`config.mk`:
```
export PLATFORM = sky130hd
export DESIGN_NAME = fsync_rx
export DESIGN_NICKNAME = d
export VERILOG_FILES = /design/src/rtl/fsync_rx_pkg.sv /design/src/rtl/fsync_rx_edge.sv /design/src/rtl/fsync_rx_ctrl.sv /design/src/rtl/fsync_rx_shift.sv /design/src/rtl/fsync_rx.sv
export SDC_FILE = /design/constraint.sdc
export NUM_CORES = 1
export LEC_CHECK = 0
export BUFFER_PORTS_ARGS = -buffer_cell sky130_fd_sc_hd__buf_2
export CAP_MARGIN = 20
export CORE_UTILIZATION = 39
export DETAILED_ROUTE_END_ITERATION = 8
export HOLD_SLACK_MARGIN = 0.05
export REMOVE_ABC_BUFFERS = 1
export SETUP_SLACK_MARGIN = 0.1
export SLEW_MARGIN = 20
export SYNTH_ARGS = -nofsm -noshare
export SYNTH_HDL_FRONTEND = slang
export SYNTH_SLANG_ARGS = --single-unit
export TNS_END_PERCENT = 30
```
`constraint.sdc`:
```
create_clock -name clk -period 5 [get_ports clk]
set_input_delay 0.75 -clock clk [delete_from_list [all_inputs] [get_ports clk]]
set_output_delay 0.75 -clock clk [all_outputs]
set_load 0.005 [all_outputs]
```
`src/rtl/fsync_rx_pkg.sv`:
```
package fsync_rx_pkg;

    localparam int MAX_W = 24;
    localparam int CNT_W = $clog2(MAX_W);

    localparam int LEN_A = 8;
    localparam int LEN_B = 12;
    localparam int LEN_C = 16;
    localparam int LEN_D = 24;

    typedef logic [MAX_W-1:0] word_t;
    typedef logic [CNT_W-1:0] pos_t;

    typedef enum logic [1:0] {
        ST_IDLE,
        ST_ARM,
        ST_RECV
    } rx_state_e;

    // Settings captured at the start of a frame
    typedef struct packed {
        pos_t last_pos;
        logic lsb_first;
        logic early;
    } frame_cfg_t;

    // Per-slot capture command from the controller to the assembler
    typedef struct packed {
        logic en;
        logic first;
        logic last;
        pos_t pos;
    } cap_t;

    function automatic pos_t wlen_last(input logic [1:0] code);
        case (code)
            2'd0:    return pos_t'(LEN_A - 1);
            2'd1:    return pos_t'(LEN_B - 1);
            2'd2:    return pos_t'(LEN_C - 1);
            default: return pos_t'(LEN_D - 1);
        endcase
    endfunction

    function automatic pos_t bit_slot(input frame_cfg_t c, input pos_t n);
        return c.lsb_first ? n : pos_t'(c.last_pos - n);
    endfunction

endpackage

```
`src/rtl/fsync_rx_edge.sv`:
```
module fsync_rx_edge (
    input  logic clk,
    input  logic rst,
    input  logic bit_en,
    input  logic fsync,
    input  logic pol_low,
    output logic fs_edge
);
    logic act;
    logic prev_act;

    // Normalize to "active" level, then pick leading or trailing transition
    assign act = fsync ^ pol_low;

    always_comb begin
        if (pol_low)
            fs_edge = bit_en && prev_act && !act;
        else
            fs_edge = bit_en && !prev_act && act;
    end

    always_ff @(posedge clk) begin
        if (rst)
            prev_act <= 1'b0;
        else if (bit_en)
            prev_act <= act;
    end
endmodule

```
`src/rtl/fsync_rx_ctrl.sv`:
```
module fsync_rx_ctrl
    import fsync_rx_pkg::*;
(
    input  logic       clk,
    input  logic       rst,
    input  logic       bit_en,
    input  logic       fs_edge,
    input  logic [1:0] cfg_wlen,
    input  logic       cfg_word_fs,
    input  logic       cfg_early,
    input  logic       cfg_lsb_first,
    input  logic       rej_clr,
    output cap_t       cap,
    output logic       rej_pulse,
    output logic       rej_flag
);
    rx_state_e  state;
    pos_t       cnt;
    frame_cfg_t fr;
    frame_cfg_t fresh;
    frame_cfg_t use_cfg;
    logic       in_recv;
    logic       at_last;
    logic       start_now;
    logic       arm_cap;
    logic       rej;
    pos_t       n_pos;

    always_comb begin
        fresh.last_pos  = wlen_last(cfg_wlen);
        fresh.lsb_first = cfg_lsb_first;
        fresh.early     = cfg_word_fs & cfg_early;

        in_recv   = bit_en && (state == ST_RECV);
        at_last   = in_recv && (cnt == fr.last_pos);
        rej       = in_recv && fs_edge && !(at_last && fr.early);
        start_now = bit_en && (state == ST_IDLE) && fs_edge && !fresh.early;
        arm_cap   = bit_en && (state == ST_ARM);

        use_cfg   = start_now ? fresh : fr;
        n_pos     = (start_now || arm_cap) ? '0 : cnt;

        cap.en    = start_now || arm_cap || (in_recv && !rej);
        cap.first = start_now || arm_cap;
        cap.last  = at_last && !rej;
        cap.pos   = bit_slot(use_cfg, n_pos);
        rej_pulse = rej;
    end

    always_ff @(posedge clk) begin
        if (rst) begin
            state    <= ST_IDLE;
            cnt      <= '0;
            fr       <= '0;
            rej_flag <= 1'b0;
        end else begin
            if (rej)
                rej_flag <= 1'b1;
            else if (rej_clr)
                rej_flag <= 1'b0;

            if (bit_en) begin
                unique case (state)
                    ST_IDLE: begin
                        if (fs_edge) begin
                            fr <= fresh;
                            if (fresh.early) begin
                                state <= ST_ARM;
                            end else begin
                                state <= ST_RECV;
                                cnt   <= pos_t'(1);
                            end
                        end
                    end
                    ST_ARM: begin
                        state <= ST_RECV;
                        cnt   <= pos_t'(1);
                    end
                    ST_RECV: begin
                        if (rej) begin
                            state <= ST_IDLE;
                        end else if (at_last) begin
                            if (fr.early && fs_edge) begin
                                fr    <= fresh;
                                state <= ST_ARM;
                            end else begin
                                state <= ST_IDLE;
                            end
                        end else begin
                            cnt <= cnt + 1'b1;
                        end
                    end
                    default: state <= ST_IDLE;
                endcase
            end
        end
    end
endmodule

```
`src/rtl/fsync_rx_shift.sv`:
```
module fsync_rx_shift
    import fsync_rx_pkg::*;
(
    input  logic  clk,
    input  logic  rst,
    input  logic  sdata,
    input  cap_t  cap,
    output word_t rx_word,
    output logic  rx_valid
);
    word_t acc;
    word_t nxt;

    always_comb begin
        nxt = cap.first ? '0 : acc;
        nxt[cap.pos] = sdata;
    end

    always_ff @(posedge clk) begin
        if (rst) begin
            acc      <= '0;
            rx_word  <= '0;
            rx_valid <= 1'b0;
        end else begin
            rx_valid <= cap.en && cap.last;
            if (cap.en)
                acc <= nxt;
            if (cap.en && cap.last)
                rx_word <= nxt;
        end
    end
endmodule

```
`src/rtl/fsync_rx.sv`:
```
module fsync_rx
    import fsync_rx_pkg::*;
(
    input  logic             clk,
    input  logic             rst,
    input  logic             bit_en,
    input  logic             sdata,
    input  logic             fsync,
    input  logic [1:0]       cfg_wlen,
    input  logic             cfg_word_fs,
    input  logic             cfg_early,
    input  logic             cfg_fs_low,
    input  logic             cfg_lsb_first,
    input  logic             rej_clr,
    output logic [MAX_W-1:0] rx_word,
    output logic             rx_valid,
    output logic             rej_flag
);
    logic fs_edge;
    logic rej_pulse;
    cap_t cap;

    fsync_rx_edge u_edge (
        .clk     (clk),
        .rst     (rst),
        .bit_en  (bit_en),
        .fsync   (fsync),
        .pol_low (cfg_fs_low),
        .fs_edge (fs_edge)
    );

    fsync_rx_ctrl u_ctrl (
        .clk           (clk),
        .rst           (rst),
        .bit_en        (bit_en),
        .fs_edge       (fs_edge),
        .cfg_wlen      (cfg_wlen),
        .cfg_word_fs   (cfg_word_fs),
        .cfg_early     (cfg_early),
        .cfg_lsb_first (cfg_lsb_first),
        .rej_clr       (rej_clr),
        .cap           (cap),
        .rej_pulse     (rej_pulse),
        .rej_flag      (rej_flag)
    );

    fsync_rx_shift u_shift (
        .clk      (clk),
        .rst      (rst),
        .sdata    (sdata),
        .cap      (cap),
        .rx_word  (rx_word),
        .rx_valid (rx_valid)
    );
endmodule

```
==> results of run 1 <==
==> cells by family after synthesis <==
group / synth area share
xor gates and xnor gates: 0.0338
DFF: 0.333
and+or+nand+nor: 0.258
adders and majority gates: 0.0280
AOI/OAI and AO/OA: 0.259
buffers and inverters: 0.0605
muxes: 0.0283
==> worst register-to-register path: stages (launching register included) <==
cell,delay [ns]
dfxtp_1,0.43
xor2_2,0.33
o31a_1,0.21
nand2_1,0.09
inv_1,0.09
ha_1,0.17
inv_1,0.06
fa_1,0.44
and3_1,0.21
nor2_1,0.14
xnor2_1,0.07
o31ai_1,0.79
xnor2_2,0.16
buf_4,0.23
o311ai_0,0.32
a311oi_1,0.15
==> where the power goes <==
group / switching (W) / internal [W]
Combinational: 0.000223 / 0.000101
Sequential: 0.0000109 / 0.000522
Clock: 0.000219 / 0.000332
==> placed cells by master, fill, tap and decap left out, types with 4 or more instances in the layout <==
master	count
a21o_1	9
a21oi_1	13
a311o_1	7
a311oi_1	10
a31o_2	7
a31oi_1	10
and3_1	8
buf_2	37
buf_4	9
clkbuf_8	9
dfxtp_1	64
ha_1	7
inv_1	10
mux2_2	4
mux2i_1	5
nand2_1	51
nand2b_1	4
nand3_1	26
nand4_1	17
nor2_1	37
nor2b_1	4
nor3_1	9
nor4_1	16
o21ai_0	10
o21bai_1	10
o311ai_1	4
o31ai_1	4
o32ai_1	16
xnor2_1	6
xor2_1	5
==> cell type report <==
type / instances / area [µm²] / area share
inverter: 10 / 37.5 / 0.00861
tap: 129 / 161 / 0.0370
timing repair buffer: 47 / 273 / 0.0626
multi-input combinational: 351 / 2360 / 0.542
clock buffer: 9 / 124 / 0.0284
clock inverter: 7 / 120 / 0.0276
sequential: 64 / 1280 / 0.294
==> per-layer routing <==
layer / global-route usage / part of all wire
met5: 0 / 0
met4: 0.0936 / 0.012
met3: 0.0304 / 0.047
met2: 0.339 / 0.47
met1: 0.268 / 0.47
==> state kept, by name, summed over array words and instances (netlist names) <==
signal,flops
u_ctrl.cnt,5
u_ctrl.fr,6
u_shift.acc,24
u_ctrl.state,2
u_shift.rx_word,24
u_edge.prev_act,1
u_ctrl.rej_flag,1
u_shift.rx_valid,1
==> per-stage QoR <==
step / cells / setup slack [ns]
2_1_floorplan: 425 / -0.893
3_3_place_gp: 601 / 0.665
3_5_place_dp: 601 / 0.508
4_1_cts: 617 / 0.881
5_1_grt: 617 / 0.517
6_report: 617 / 0.852
==> worst paths after layout <==
kind | slack, ns | cells past startpoint | end | from
setup / recovery | 0.85 | 16 | u_shift.rx_word[8] | cfg_fs_low
hold / removal | 0.47 | 2 | u_ctrl.rej_flag | u_ctrl.rej_flag
setup reg to reg | 0.95 | 15 | u_shift.rx_word[8] | u_edge.prev_act
hold reg to reg | 0.47 | 2 | u_ctrl.rej_flag | u_ctrl.rej_flag
==> flow_metrics.py, run 1 <==
metrics = {
    "worst_setup_path": {
        "cp.arrival_ns": 4.32,
        "startpoint_type": "primary input",
        "end_kind": "flip-flop",
        "crit_top_cell": "inv_1",
        "critPathKind": "in2reg",
        "slowest_delay_ns": 0.79,
        "worst-path-buf-inv": 4,
        "crit_fanout": 17,
        "cp_slowest_cell": "o31ai_1",
        "critPathRequiredTime_ns": 5.17,
        "cp_top_family": "compound AO/OA/AOI/OAI gates",
        "path_cells": "buf_2, xor2_2, o31a_1, nand2_1, inv_1, ha_1, inv_1, fa_1, and3_1, nor2_1, xnor2_1, o31ai_1, xnor2_2, buf_4, o311ai_0, a311oi_1",
    },
    "yosys": {
        "yosysMostFrequentCell": "dfxtp_1",
        "synth_commonest_cells": "dfxtp_1, nand2_1, nor2_1",
        "synth_top_area_frac": 0.333,
        "yosys.area.top_type": "dfxtp_1",
        "synthTopCellsByArea": "dfxtp_1, nand2_1, o32ai_1, nor2_1, nand3_1",
        "synthFlopType": "dfxtp_1",
        "yosys_register_bits": 64,
        "syn_area_um2": 3850,
        "syn_inst": 469,
        "ys_async_sr_fraction": 0,
        "synth-seq-area-share": 0.333,
        "avgSynthCellArea_um2": 8.21,
        "synth_cell_types": 64,
        "synth-edff-count": 0,
        "yosys_warnings": 0,
    },
    "clock_tree": {
        "cts_setup_buffers": 0,
        "clkLatencyLatePin_ns": 0.36,
        "root_buffer": "clkbuf_8",
        "clk_path_buf_depth": 2,
        "cts_made_buffers": 9,
        "cts_hold_buf": 0,
        "cts_tree": "built",
        "ctsResizeCount": 0,
        "path_clk_slew_ns": 0.07,
        "cts_sinks": 64,
        "h-tree-depth": 3,
    },
    "route": {
        "routed_wl_mm": 9.83,
        "drt_pass1_iterations": 4,
        "wire_per_inst_um": 15.9,
        "ant_nets": 0,
        "drc": 0,
        "vias": 3638,
        "first_iter_violations": 167,
        "vias_per_cell": 5.90,
    },
    "layout": {
        "diodes": 0,
        "drive_gt1_frac": 0.191,
        "area_growth_pct": 13.3,
        "nFillCells": 943,
        "final_nets": 503,
        "utilization": 0.463,
        "fin_area_um2": 4360,
    },
    "timing": {
        "finalCritPeriodShare": 0.830,
        "hold_slack_ns": 0.475,
        "slew-limit-headroom": 0.340,
        "finalMaxSlewViolations": 0,
        "fmax_mhz": 241,
        "hold_viol_final": 0,
        "tns_ns": 0,
        "finalSetupViolCount": 0,
        "final.setup_skew_ns": 0.0134,
        "rsz0062_at_grt": "no",
        "finalCriticalPeriod_ns": 4.15,
        "worst_pin_slew_ns": 0.982,
    },
    "die": {
        "dieArea_um2": 10300,
        "io_pins": 38,
        "rows": 35,
        "start_util": 0.409,
        "dieWidth_um": 101,
        "core_area_um2": 9420,
        "die_h_um": 101,
    },
    "placement": {
        "gp_congestion": 0.829,
        "dpl_cell_area_um2": 4120,
        "io_buffers": 37,
        "post-dp-hpwl_mm": 6.03,
    },
    "status": {
        "outcome": "completed",
    },
    "pwr": {
        "vdd_drop_max_mv": 0.157,
        "fin_total_pwr_w": 0.00141,
        "p_leak_nw": 1.57,
        "cellPowerDensity_nw_per_um2": 323,
    },
    "min_path": {
        "hold_class": "reg2reg",
    },
    "grt": {
        "grt_use_total": 0.206,
        "antenna_found_initial": 0,
        "grt_pass1_vias": 3389,
        "grt_max_degree": 66,
        "grt_pass1_wl_mm": 16.7,
        "gr-total-overflow": 0,
    },
    "flow_run": {
        "cap_violations": 0,
    },
}
Power figures use the tool's default switching activity.
==> run 2: changes to the inputs <==
==> constraint.sdc (replaced) <==
create_clock -name clk -period 4 [get_ports clk]
set_input_delay 0.6 -clock clk [delete_from_list [all_inputs] [get_ports clk]]
set_output_delay 0.6 -clock clk [all_outputs]
set_load 0.005 [all_outputs]
==> run 2 against run 1 <==
  * Die area stayed put
  * Setup slack worse by 0.40 ns
  * Power rose by 27%
  * Final cell count increased by 1.5%
  * Via count increased by 0.25%
  * Hold slack lost 0.00052 ns
  * Register-to-register slack lost 0.50 ns
  * Critical path type is now reg2reg
  * Largest power group unchanged
  * Highest routed layer unchanged
==> flow_metrics.py, run 2 (synthesis gave the netlist of run 1 again) <==
metrics = {
    "status": {
        "outcome": "completed",
    },
    "worst_setup_path": {
        "rr_startpoint": "u_ctrl.state[0]",
        "critPathRequiredTime_ns": 4.21,
        "critPathKind": "reg2reg",
        "ff2ff_setup_slack_ns": 0.45,
        "crit_fanout": 39,
        "endpoint": "u_shift.acc[11]",
        "crit_start": "u_ctrl.state[0]",
        "cp.arrival_ns": 3.76,
        "end_kind": "flip-flop",
        "rr_endpoint": "u_shift.acc[11]",
        "r2r_cells": 16,
        "startpoint_type": "flip-flop",
    },
    "clock_tree": {
        "clkLatencyLatePin_ns": 0.34,
        "path_clk_slew_ns": 0.08,
        "cts_sinks": 64,
        "ctsResizeCount": 0,
        "cts_made_buffers": 9,
        "h-tree-depth": 3,
        "cts_hold_buf": 0,
        "cts_tree": "built",
        "root_buffer": "clkbuf_8",
        "cts_setup_buffers": 0,
        "clk_path_buf_depth": 2,
    },
    "route": {
        "vias_per_cell": 5.83,
        "ant_nets": 0,
        "routed_wl_mm": 9.97,
        "first_iter_violations": 262,
        "wl_met3_um": 386,
        "drt_pass1_iterations": 4,
        "wire_per_inst_um": 15.9,
        "vias": 3647,
        "drc": 0,
        "highest_layer": "met4",
        "wirelength_met1_mm": 4.76,
        "wl_met2_mm": 4.76,
    },
    "timing": {
        "final.setup_skew_ns": 0.0139,
        "finalCritPeriodShare": 0.887,
        "layout_setup_ws_ns": 0.452,
        "slew-limit-headroom": 0.421,
        "tns_ns": 0,
        "finalMaxSlewViolations": 0,
        "hold_viol_final": 0,
        "finalCriticalPeriod_ns": 3.55,
        "worst_pin_slew_ns": 0.861,
        "finalSetupViolCount": 0,
        "rsz0062_at_grt": "no",
        "fmax_mhz": 282,
    },
    "pwr": {
        "vdd_drop_max_mv": 0.211,
        "p_leak_nw": 1.62,
        "cellPowerDensity_nw_per_um2": 400,
    },
    "die": {
        "dieWidth_um": 101,
        "start_util": 0.409,
        "dieArea_um2": 10300,
        "die_h_um": 101,
        "io_pins": 38,
        "rows": 35,
        "core_area_um2": 9420,
    },
    "layout": {
        "diodes": 0,
        "drive_gt1_frac": 0.205,
        "area_growth_pct": 15.7,
        "nFillCells": 923,
        "reg_top3": "u_shift.acc (24), u_shift.rx_word (24), u_ctrl.fr (6)",
        "layout_commonest_cell": "dfxtp_1",
        "final_cell_mix": "dfxtp_1, nand2_1, nor2_1, buf_2, nand3_1",
        "final_nets": 512,
    },
    "placement": {
        "post-dp-hpwl_mm": 6.40,
        "pre_cts_ws_ns": 0.220,
        "io_buffers": 37,
        "gp_congestion": 0.827,
    },
    "grt": {
        "grt_use_total": 0.208,
        "gr-total-overflow": 0,
        "grt_pass1_wl_mm": 16.8,
        "antenna_found_initial": 0,
        "grt_pass1_vias": 3373,
        "grt_max_degree": 43,
    },
    "flow_run": {
        "cap_violations": 0,
    },
    "min_path": {
        "hold_class": "reg2reg",
    },
}
## run 2: cell count changes in the layout (fill, tap and decap cells not counted), sizes merged
cell / delta
buf: +9
## run 2: per-stage QoR
| stage | utilization | cells | instance area [µm²] | power, W | hold WS [ns] |
|---|---|---|---|---|---|
| after floorplan | - | 425 | 3650 | 0.000938 | 0.441 |
| after global placement | 0.447 | 610 | 4210 | 0.00110 | 0.457 |
| after detailed placement | 0.447 | 610 | 4210 | 0.00111 | 0.470 |
| after CTS | 0.473 | 626 | 4450 | 0.00179 | 0.482 |
| after global routing | 0.473 | 626 | 4450 | 0.00186 | 0.495 |
| final | 0.473 | 626 | 4450 | 0.00178 | 0.474 |
## run 2: routing by layer
metal  track usage  vias to the layer above
li1              -                     1821
met1         0.270                     1752
met2         0.350                       70
met3        0.0407                        4
met4        0.0635                        0
met5             0                        -
## run 2: worst max-delay path, stage by stage, from the launching register on
cell      delay (ns)
dfxtp_1         0.49
a211o_1         0.25
o31a_1          0.17
nand2_1         0.11
inv_1           0.07
ha_1            0.17
inv_1           0.06
fa_1            0.43
and3_1          0.20
o21a_1          0.18
o211ai_1        0.17
o31ai_1         0.09
buf_4           0.17
xnor2_2         0.16
buf_12          0.19
nor4_1          0.36
o32ai_1         0.13
## run 2: worst min-delay path by stage
| stage | from | endpoint | slack (ns) | cells after the start |
|---|---|---|---|---|
| finish | u_ctrl.rej_flag | u_ctrl.rej_flag | 0.47 | 2 |
| global route | u_shift.acc[21] | u_shift.acc[21] | 0.50 | 2 |
| CTS | u_ctrl.rej_flag | u_ctrl.rej_flag | 0.48 | 2 |
| detailed placement | u_ctrl.rej_flag | u_ctrl.rej_flag | 0.47 | 2 |
| global placement | u_ctrl.rej_flag | u_ctrl.rej_flag | 0.46 | 2 |
| floorplan | u_ctrl.fr[3] | u_ctrl.fr[3] | 0.44 | 2 |
## run 2: cell type report
cell class,count,area (µm²),area share
well taps,129,161,0.0363
clock buffers,9,124,0.0278
flip-flops and latches,64,1280,0.288
inverters,10,37.5,0.00843
multi-input cells,351,2360,0.531
repair buffers,56,365,0.0821
clock inverters,7,120,0.0270
## run 2: power by group
part	switching, W	total (W)	internal, W
combinational	0.000287	0.000434	0.000147
sequential	0.0000105	0.000663	0.000653
clock	0.000271	0.000686	0.000415
